File: config.mk
export PLATFORM = sky130hd
export DESIGN_NAME = uart_irq_ident
export DESIGN_NICKNAME = d
export VERILOG_FILES = /design/src/rtl/uart_irq_pkg.sv /design/src/rtl/uart_irq_ctrl.sv /design/src/rtl/uart_irq_src.sv /design/src/rtl/uart_irq_prio.sv /design/src/rtl/uart_irq_ident.sv
export SDC_FILE = /design/constraint.sdc
export NUM_CORES = 1
export LEC_CHECK = 0
export ABC_AREA = 1
export BUFFER_PORTS_ARGS = -buffer_cell sky130_fd_sc_hd__clkbuf_2
export CAP_MARGIN = 15
export CORE_AREA = 2 2 45 47
export CTS_CLUSTER_DIAMETER = 120
export CTS_CLUSTER_SIZE = 25
export DETAILED_ROUTE_END_ITERATION = 12
export DIE_AREA = 0 0 47 49
export PLACE_DENSITY = 0.85
export SLEW_MARGIN = 15
export SYNTH_ARGS = -nofsm -noshare
export SYNTH_HDL_FRONTEND = slang
export SYNTH_SLANG_ARGS = --single-unit
export TNS_END_PERCENT = 50
File: constraint.sdc
create_clock -name clk -period 3 [get_ports clk]
set_clock_uncertainty 0.05 [all_clocks]
set_input_delay 0.6 -clock clk [delete_from_list [all_inputs] [get_ports clk]]
set_output_delay 0.6 -clock clk [all_outputs]
set_load 0.02 [all_outputs]
File: src/rtl/uart_irq_pkg.sv
package uart_irq_pkg;
    localparam logic [2:0] OFS_HOLD   = 3'd0;
    localparam logic [2:0] OFS_ENABLE = 3'd1;
    localparam logic [2:0] OFS_IDENT  = 3'd2;
    localparam logic [2:0] OFS_MCTL   = 3'd4;
    localparam logic [2:0] OFS_LSTAT  = 3'd5;
    localparam logic [2:0] OFS_MSTAT  = 3'd6;

    localparam int N_EN      = 4;
    localparam int N_DELTA   = 4;
    localparam int N_SRC     = 5;
    localparam int MASTER_BIT = 3;

    // enable bit positions
    localparam int EN_RX    = 0;
    localparam int EN_TX    = 1;
    localparam int EN_LINE  = 2;
    localparam int EN_MODEM = 3;

    typedef enum logic [3:0] {
        ID_LINE    = 4'h6,
        ID_RXDATA  = 4'h4,
        ID_TIMEOUT = 4'hC,
        ID_TXEMPTY = 4'h2,
        ID_MODEM   = 4'h0,
        ID_NONE    = 4'h1
    } id_code_e;

    typedef struct packed {
        logic [N_EN-1:0] en;
        logic            master;
    } ctrl_t;

    typedef struct packed {
        logic               line;
        logic               thre;
        logic [N_DELTA-1:0] delta;
    } src_t;
endpackage

File: src/rtl/uart_irq_ctrl.sv
module uart_irq_ctrl
    import uart_irq_pkg::*;
(
    input  logic       clk,
    input  logic       rst_n,
    input  logic       wr_enable,
    input  logic       wr_mctl,
    input  logic [7:0] wdata,
    output ctrl_t      ctrl_o
);
    ctrl_t ctrl_d, ctrl_q;

    always_comb begin
        ctrl_d = ctrl_q;
        if (wr_enable) ctrl_d.en     = wdata[N_EN-1:0];
        if (wr_mctl)   ctrl_d.master = wdata[MASTER_BIT];
    end

    always_ff @(posedge clk) begin
        if (!rst_n) ctrl_q <= '0;
        else        ctrl_q <= ctrl_d;
    end

    assign ctrl_o = ctrl_q;
endmodule

File: src/rtl/uart_irq_src.sv
module uart_irq_src
    import uart_irq_pkg::*;
(
    input  logic               clk,
    input  logic               rst_n,
    input  logic               line_set,
    input  logic               line_clr,
    input  logic               thre_set,
    input  logic               thre_clr,
    input  logic [N_DELTA-1:0] delta_set,
    input  logic               delta_clr,
    output src_t               src_o
);
    src_t src_d, src_q;

    always_comb begin
        src_d = src_q;
        // a new event in the clearing cycle survives
        if (line_clr) src_d.line = 1'b0;
        if (line_set) src_d.line = 1'b1;
        if (thre_clr) src_d.thre = 1'b0;
        if (thre_set) src_d.thre = 1'b1;
        if (delta_clr) src_d.delta = '0;
        src_d.delta = src_d.delta | delta_set;
    end

    always_ff @(posedge clk) begin
        if (!rst_n) src_q <= '0;
        else        src_q <= src_d;
    end

    assign src_o = src_q;

    assert_line_clear_R6: assert property (@(posedge clk) disable iff (!rst_n)
        (line_clr && !line_set) |=> !src_q.line);
    assert_delta_clear_R9: assert property (@(posedge clk) disable iff (!rst_n)
        (delta_clr && (delta_set == '0)) |=> (src_q.delta == '0));
endmodule

File: src/rtl/uart_irq_prio.sv
module uart_irq_prio
    import uart_irq_pkg::*;
(
    input  logic [N_SRC-1:0] req,      // index 0 = highest priority
    output logic [N_SRC-1:0] grant,
    output id_code_e         code,
    output logic             pending
);
    function automatic id_code_e code_of(input int idx);
        case (idx)
            0:       return ID_LINE;
            1:       return ID_RXDATA;
            2:       return ID_TIMEOUT;
            3:       return ID_TXEMPTY;
            default: return ID_MODEM;
        endcase
    endfunction

    logic [N_SRC:0] blocked;

    assign blocked[0] = 1'b0;
    for (genvar g = 0; g < N_SRC; g++) begin : g_chain
        assign grant[g]     = req[g] && !blocked[g];
        assign blocked[g+1] = blocked[g] || req[g];
    end

    always_comb begin
        code = ID_NONE;
        for (int i = N_SRC - 1; i >= 0; i--) begin
            if (grant[i]) code = code_of(i);
        end
    end

    assign pending = blocked[N_SRC];
endmodule

File: src/rtl/uart_irq_ident.sv
module uart_irq_ident
    import uart_irq_pkg::*;
#(
    parameter int RX_LVL_W = 5
) (
    input  logic                clk,
    input  logic                rst_n,
    input  logic [2:0]          reg_addr,
    input  logic                reg_rd,
    input  logic                reg_wr,
    input  logic [7:0]          reg_wdata,
    output logic [7:0]          reg_rdata,
    input  logic                fifo_en,
    input  logic [RX_LVL_W-1:0] rx_count,
    input  logic [RX_LVL_W-1:0] rx_trig,
    input  logic                rx_timeout,
    input  logic                ls_err_evt,
    input  logic                thr_empty_evt,
    input  logic [N_DELTA-1:0]  msr_delta,
    output logic                irq_o
);
    ctrl_t            ctrl;
    src_t             src;
    logic [N_SRC-1:0] req, grant;
    id_code_e         code;
    logic             pending;
    logic             rx_avail;
    logic [7:0]       ident;
    logic             thre_ack;
    logic             unused_wdata_hi;

    assign unused_wdata_hi = ^reg_wdata[7:N_EN];

    uart_irq_ctrl u_ctrl (
        .clk       (clk),
        .rst_n     (rst_n),
        .wr_enable (reg_wr && reg_addr == OFS_ENABLE),
        .wr_mctl   (reg_wr && reg_addr == OFS_MCTL),
        .wdata     (reg_wdata),
        .ctrl_o    (ctrl)
    );

    assign thre_ack = reg_rd && reg_addr == OFS_IDENT && code == ID_TXEMPTY;

    uart_irq_src u_src (
        .clk       (clk),
        .rst_n     (rst_n),
        .line_set  (ls_err_evt),
        .line_clr  (reg_rd && reg_addr == OFS_LSTAT),
        .thre_set  (thr_empty_evt),
        .thre_clr  (thre_ack || (reg_wr && reg_addr == OFS_HOLD)),
        .delta_set (msr_delta),
        .delta_clr (reg_rd && reg_addr == OFS_MSTAT),
        .src_o     (src)
    );

    assign rx_avail = fifo_en ? (rx_count >= rx_trig) : (rx_count != '0);

    assign req[0] = src.line && ctrl.en[EN_LINE];
    assign req[1] = rx_avail && ctrl.en[EN_RX];
    assign req[2] = rx_timeout && ctrl.en[EN_RX];
    assign req[3] = src.thre && ctrl.en[EN_TX];
    assign req[4] = (|src.delta) && ctrl.en[EN_MODEM];

    uart_irq_prio u_prio (
        .req     (req),
        .grant   (grant),
        .code    (code),
        .pending (pending)
    );

    assign ident = {{2{fifo_en}}, 2'b00, code};
    assign irq_o = ctrl.master && pending;

    always_comb begin
        case (reg_addr)
            OFS_ENABLE: reg_rdata = {{(8-N_EN){1'b0}}, ctrl.en};
            OFS_IDENT:  reg_rdata = ident;
            OFS_MCTL:   reg_rdata = 8'(ctrl.master) << MASTER_BIT;
            OFS_MSTAT:  reg_rdata = {{(8-N_DELTA){1'b0}}, src.delta};
            default:    reg_rdata = 8'h00;
        endcase
    end

    assert_master_off_R5: assert property (@(posedge clk) disable iff (!rst_n)
        (reg_wr && reg_addr == OFS_MCTL && !reg_wdata[MASTER_BIT]) |=> !irq_o);
    assert_line_first_R4: assert property (@(posedge clk) disable iff (!rst_n)
        (src.line && ctrl.en[EN_LINE]) |-> (code == ID_LINE));
    assert_one_grant_R4: assert property (@(posedge clk) disable iff (!rst_n)
        $onehot0(grant));
    assert_hold_write_clear_R8: assert property (@(posedge clk) disable iff (!rst_n)
        (reg_wr && reg_addr == OFS_HOLD && !thr_empty_evt) |=> !src.thre);
endmodule

# Yosys cells after proc, flatten, opt, wreduce, memory -nomap -nowiden
# Index checks and enable logic that the tools add are counted.
[classes]
n_lt_le_gt_ge = 1
eq_ne = 6
muxes = 12
bitwise_logic = 1
reduce_logical = 31
[ops]
columns = ["operator", "n"]
rows = [
  ["case mux 8 bit (4 select lines)", 1],
  ["2-to-1 mux 4 bit", 5],
  ["logical AND 1 bit", 17],
  ["equality test 3 bit, second input constant", 3],
  ["2-to-1 mux 1 bit", 6],
  ["greater-or-equal comparator 5 bit", 1],
  ["logical OR 1 bit", 5],
  ["nonzero test 5 bit", 1],
  ["equality test 4 x 2 -> 1 bit, second input constant", 1],
  ["zero test 1 bit", 4],
  ["bitwise OR 4 bit", 1],
  ["nonzero test 2 bit", 2],
  ["OR reduction 4 bit", 1],
  ["equality test 3 x 1 -> 1 bit, second input constant", 1],
  ["equality test 3 x 2 -> 1 bit, second input constant", 1],
  ["zero test 3 bit", 1],
]
[word_totals]
regBits = 11
out_inout_bits = 9
word_cells = 56

# Logic depth before layout (Yosys ltp)
[depth]
depth_word = 18
depth_mapped = 14
mapped_depth_nobuf = 14

# Cells and area by module
# A second synthesis with hierarchy kept.
[unflattened]
cells_unflattened = 154
hier_area_um2 = 915.9
[by_module_without_submodules]
columns = ["mod", "n_inst", "cells_each", "area_per_inst_um2", "seq_area_each_um2"]
rows = [
  ["uart_irq_ident", 1, 78, 417.9, 0.0],
  ["uart_irq_src", 1, 28, 210.2, 120.1],
  ["uart_irq_ctrl", 1, 30, 201.4, 100.1],
  ["uart_irq_prio", 1, 18, 86.3, 0.0],
]

# Least setup slack after synthesis
# OpenSTA, ideal clock, no wires.
[synth_timing]
path_type = "input port to output port"
from = "in rx_trig[2]"
to = "out reg_rdata[3]"
arrival_ns = 1.847
t_required_ns = 2.350
path_slack_ns = 0.503
stages = 11
cell_sequence = "inv_1 > ha_1 > nand2_1 > inv_1 > nand2_1 > nand2_1 > nand2_1 > nand2_1 > nand2_2 > nand2_2 > o31ai_1"
[synth_between]
elab_chain_len = 10
[synth_lines]
columns = ["element", "line_no", "rtl"]
rows = [
  ["start: declaration", "uart_irq_ident.sv:15", "input logic [RX_LVL_W-1:0] rx_trig,"],
  ["greater-or-equal comparator 5 bit *", "uart_irq_ident.sv:57", "assign rx_avail = fifo_en ? (rx_count >= rx_trig) : (rx_count != '0);"],
  ["2-to-1 mux 1 bit *", "uart_irq_ident.sv:57", ""],
  ["logical AND 1 bit *", "uart_irq_ident.sv:60", "assign req[1] = rx_avail && ctrl.en[EN_RX];"],
  ["logical OR 1 bit", "uart_irq_prio.sv:24", "assign blocked[g+1] = blocked[g] || req[g];"],
  ["zero test 1 bit", "uart_irq_prio.sv:23", "assign grant[g] = req[g] && !blocked[g];"],
  ["logical AND 1 bit", "uart_irq_prio.sv:23", ""],
  ["2-to-1 mux 4 bit", "uart_irq_prio.sv:30", "if (grant[i]) code = code_of(i);"],
  ["2-to-1 mux 4 bit * (2 in series)", "uart_irq_prio.sv:30", ""],
  ["case mux 8 bit (4 select lines) *", "uart_irq_ident.sv:76", "case (reg_addr)"],
  ["end: declaration", "uart_irq_ident.sv:12", "output logic [7:0] reg_rdata,"],
]
# Mark *: on every way between the ends. The rest lies on a longest branch, timed or not.

# Final worst setup path
[layout_timing]
from = "in rx_count[2]"
to = "out reg_rdata[0]"
[layout_between]
elab_chain_len = 14
[layout_lines]
columns = ["element", "line_no", "rtl"]
rows = [
  ["start: declaration", "uart_irq_ident.sv:14", "input logic [RX_LVL_W-1:0] rx_count,"],
  ["greater-or-equal comparator 5 bit / nonzero test 5 bit (equally long branches)", "uart_irq_ident.sv:57", ""],
  ["2-to-1 mux 1 bit *", "uart_irq_ident.sv:57", ""],
  ["logical AND 1 bit *", "uart_irq_ident.sv:60", ""],
  ["logical OR 1 bit (3 in series)", "uart_irq_prio.sv:24", ""],
  ["zero test 1 bit", "uart_irq_prio.sv:23", ""],
  ["logical AND 1 bit", "uart_irq_prio.sv:23", ""],
  ["2-to-1 mux 1 bit", "uart_irq_prio.sv:30", ""],
  ["2-to-1 mux 4 bit (2 in series)", "uart_irq_prio.sv:30", ""],
  ["2-to-1 mux 4 bit * (2 in series)", "uart_irq_prio.sv:30", ""],
  ["case mux 8 bit (4 select lines) *", "uart_irq_ident.sv:76", ""],
]
# Marks and branches as above.

==> PnR_summary.wiki <==
{| class="wikitable"
! Metric !! Value
|-
| Total of hold buffers inserted after clock tree synthesis || 0
|-
| Total of fill cells in the finished design || 197
|-
| Cell area after synthesis || 798 um^2
|-
| Post-route fraction of the period consumed by the critical path || 0.860
|-
| CTS HTree Levels || 1
|-
| Result of the run || complete, no violations
|-
| Gate Count Post-Synth || 123
|-
| Worst-path maximum fanout || 2
|-
| Area growth syn-to-layout || 27.1%
|-
| Clock buffers created by TritonCTS || 3
|-
| Die Y || 49 um
|-
| Hold crit path type || reg2reg
|-
| PostCTS Resize Cnt || 0
|-
| Wire length of the first global-routing pass || 2680 um
|-
| Width of the chip || 47 um
|-
| Number of hold violations in the final report || 0
|-
| Fraction of the core area covered by cells at the end of the flow || 0.551
|-
| Setup repair bufs after CTS || 0
|-
| DRC errors left || 0
|-
| Post-synth EDFFs || 0
|-
| Number of optimization iterations in the first detailed-route pass || 4
|-
| Post-synthesis async set-or-reset flop share || 0
|-
| Number of endpoints failing setup at the final stage || 0
|-
| TritonCTS clock tree || yes
|-
| Number of vias per cell || 4.66
|-
| Portion of the post-synthesis area used by sequential elements || 0.276
|-
| Number of clock sinks || 11
|-
| Detailed Place HPWL || 1540 um
|-
| Placed cell count || 183
|-
| Maximum Capacitance Violations || 0
|-
| Post-layout net count || 199
|-
| Kind of critical path || in2out
|-
| Most used DFF post-synth || sky130_fd_sc_hd__dfxtp_1
|-
| Via count of the first global-routing pass || 736
|-
| Remaining antenna violation count || 0
|-
| Cell area power density || 337 nW/um^2
|-
| Count of boundary I/O pins || 42
|-
| Peak per-stage delay on the critical path || 300 ps
|-
| 1st-iter DRT viols || 8
|-
| Min Hold Slack || 427 ps
|-
| Highest attainable clock frequency || 387 MHz
|-
| Wire length reported by the detailed router || 1760 um
|-
| Core Area || 1840 um^2
|-
| Library cells used by synthesis || 23
|-
| Unrepaired setup endpoints after global routing || false
|-
| Port Buffer Count || 35
|-
| Cell with the largest stage delay on the worst path || sky130_fd_sc_hd__ha_1
|-
| Antenna violations before repair || 0
|-
| Average wire length per cell after detail routing || 9.40 um
|-
| Largest net degree at the start of global routing || 7
|-
| Ranking of synthesized cells by instance count || 26 x sky130_fd_sc_hd__nand2_1, 19 x sky130_fd_sc_hd__nor2_1, 15 x sky130_fd_sc_hd__inv_1
|-
| Number of synthesis warnings || 0
|-
| Top post-synthesis cells by area || sky130_fd_sc_hd__dfxtp_1 28%, sky130_fd_sc_hd__nand2_1 12%, sky130_fd_sc_hd__nor2_1 8.9%, sky130_fd_sc_hd__ha_1 7.8%, sky130_fd_sc_hd__inv_1 7.1%
|-
| Die footprint || 2300 um^2
|-
| Worst vdd ir || 234 uV
|-
| Starting density of the core || 0.433
|-
| Max clock buf depth || 2
|-
| Total global-route track usage || 0.158
|-
| Crit-path cells || clkbuf_2 > ha_1 > nand2_1 > inv_1 > nand2_1 > nand2_1 > nand2_1 > nand2_1 > nand2_2 > nand2_2 > nor2_4 > nand2_2 > o211ai_2 > clkbuf_2
|-
| Inserted Diodes || 0
|-
| Routability congestion estimate || 0.803
|-
| Setup TNS after final layout || 0 ps
|-
| Static leakage || 0.570 nW
|-
| Synth Area per Inst || 6.49 um^2
|-
| Leading area contributor after synthesis || sky130_fd_sc_hd__dfxtp_1
|-
| Layout cells sized above 1 || 0.331
|-
| Clock network latency to the later pin of the worst-skew pair || 260 ps
|-
| Clock transition at the registers of the reported paths || 70 ps
|-
| Most frequently used cell type in the post-synthesis netlist || sky130_fd_sc_hd__nand2_1
|-
| Cell area after placement || 988 um^2
|-
| Synth top area share || 0.276
|-
| #FFs+latches synth || 11
|-
| Routed vias || 871
|-
| Total count of max-transition violations in the final report || 0
|-
| Capturing element type of the critical path || output pin
|-
| Final std cells w/o fill || 187
|-
| Leftover overflow at the end of global routing || 0
|-
| Standard-cell row count || 16
|-
| Required time reported for the critical path endpoint || 2350 ps
|-
| Post-route cell area || 1010 um^2
|-
| Cell at the root of the clock tree || sky130_fd_sc_hd__clkbuf_4
|-
| Setup crit start kind || input pin
|-
| Final min period || 2580 ps
|-
| Data arrival at the endpoint of the critical path || 1930 ps
|-
| Cell type with the highest occurrence count on the critical path || sky130_fd_sc_hd__nand2_1
|}
-- critical path: cells and delay by family --
family | cells | cell delay, ps
fa+ha+maj | 1 | 300
buf+inv | 3 | 320
compound gates | 1 | 140
simple gates | 9 | 570
-- kinds of logic (layout without fill, tap and decap cells) --
family | Yosys count | count (layout) | synth area share
fa+ha+maj | 5 | 5 | 0.0784
simple gates | 61 | 61 | 0.348
flops | 11 | 11 | 0.276
compound gates | 20 | 20 | 0.144
buf+inv | 25 | 61 | 0.149
other cells | 1 | 2 | 0.00470
-- layout by cell type (no fill, tap or decap), drive strengths merged, types with 2 or more instances in the layout --
| master | n |
|---|---|
| clkbuf | 39 |
| nand2 | 30 |
| nor2 | 22 |
| inv | 20 |
| dfxtp | 11 |
| a21oi | 10 |
| nand3 | 6 |
| o21ai | 6 |
| ha | 5 |
| conb | 2 |
| o211ai | 2 |
-- path summary, 6_finish.rpt --
check                                start                            end  slack, ps  cells after the start
max                            rx_count[2]                   reg_rdata[0]        420                     14
max reg2reg  u_ctrl.ctrl_o[1]$_SDFFE_PN0P_    u_src.src_o[4]$_SDFFE_PN0P_       1920                      6
min          u_ctrl.ctrl_o[0]$_SDFFE_PN0P_  u_ctrl.ctrl_o[0]$_SDFFE_PN0P_        430                      2
min reg2reg  u_ctrl.ctrl_o[0]$_SDFFE_PN0P_  u_ctrl.ctrl_o[0]$_SDFFE_PN0P_        430                      2
-- through the flow --
step / power, W / setup WS (ps)
after floorplan: 0.000215 / 503
after global placement: 0.000243 / 436
after detailed placement: 0.000246 / 412
after CTS: 0.000346 / 409
after global routing: 0.000364 / 260
final: 0.000342 / 419
-- state kept, by name (all words and copies together) (netlist names) --
signal and flops:
u_ctrl.ctrl_o 5, u_src.src_o 6
-- cell type report --
cell class	instances	area (um^2)	area share
clock buffers	4	26.3	0.0259
inverters	22	96.3	0.0949
multi-input cells	88	463	0.456
flip-flops and latches	11	220	0.217
well taps	27	33.8	0.0333
repair buffers	35	175	0.173
-- report_power, final --
part / switching (W) / internal, W / leakage [nW] / total (W)
Sequential: 0.00000611 / 0.000154 / 0.0910 / 0.000160
Combinational: 0.0000457 / 0.0000363 / 0.464 / 0.0000820
Clock: 0.0000485 / 0.0000514 / 0.0150 / 0.0000999
-- layer usage --
metal  wire length, um  GRT usage  share of wire  up-vias
li1                  -          -              -      463
met1               718      0.176           0.41      376
met2               913      0.288           0.52       28
met3                97     0.0111          0.055        4
met4                27     0.0694          0.015        0
met5                 0          0              0        -
Power figures use the tool's default switching activity.
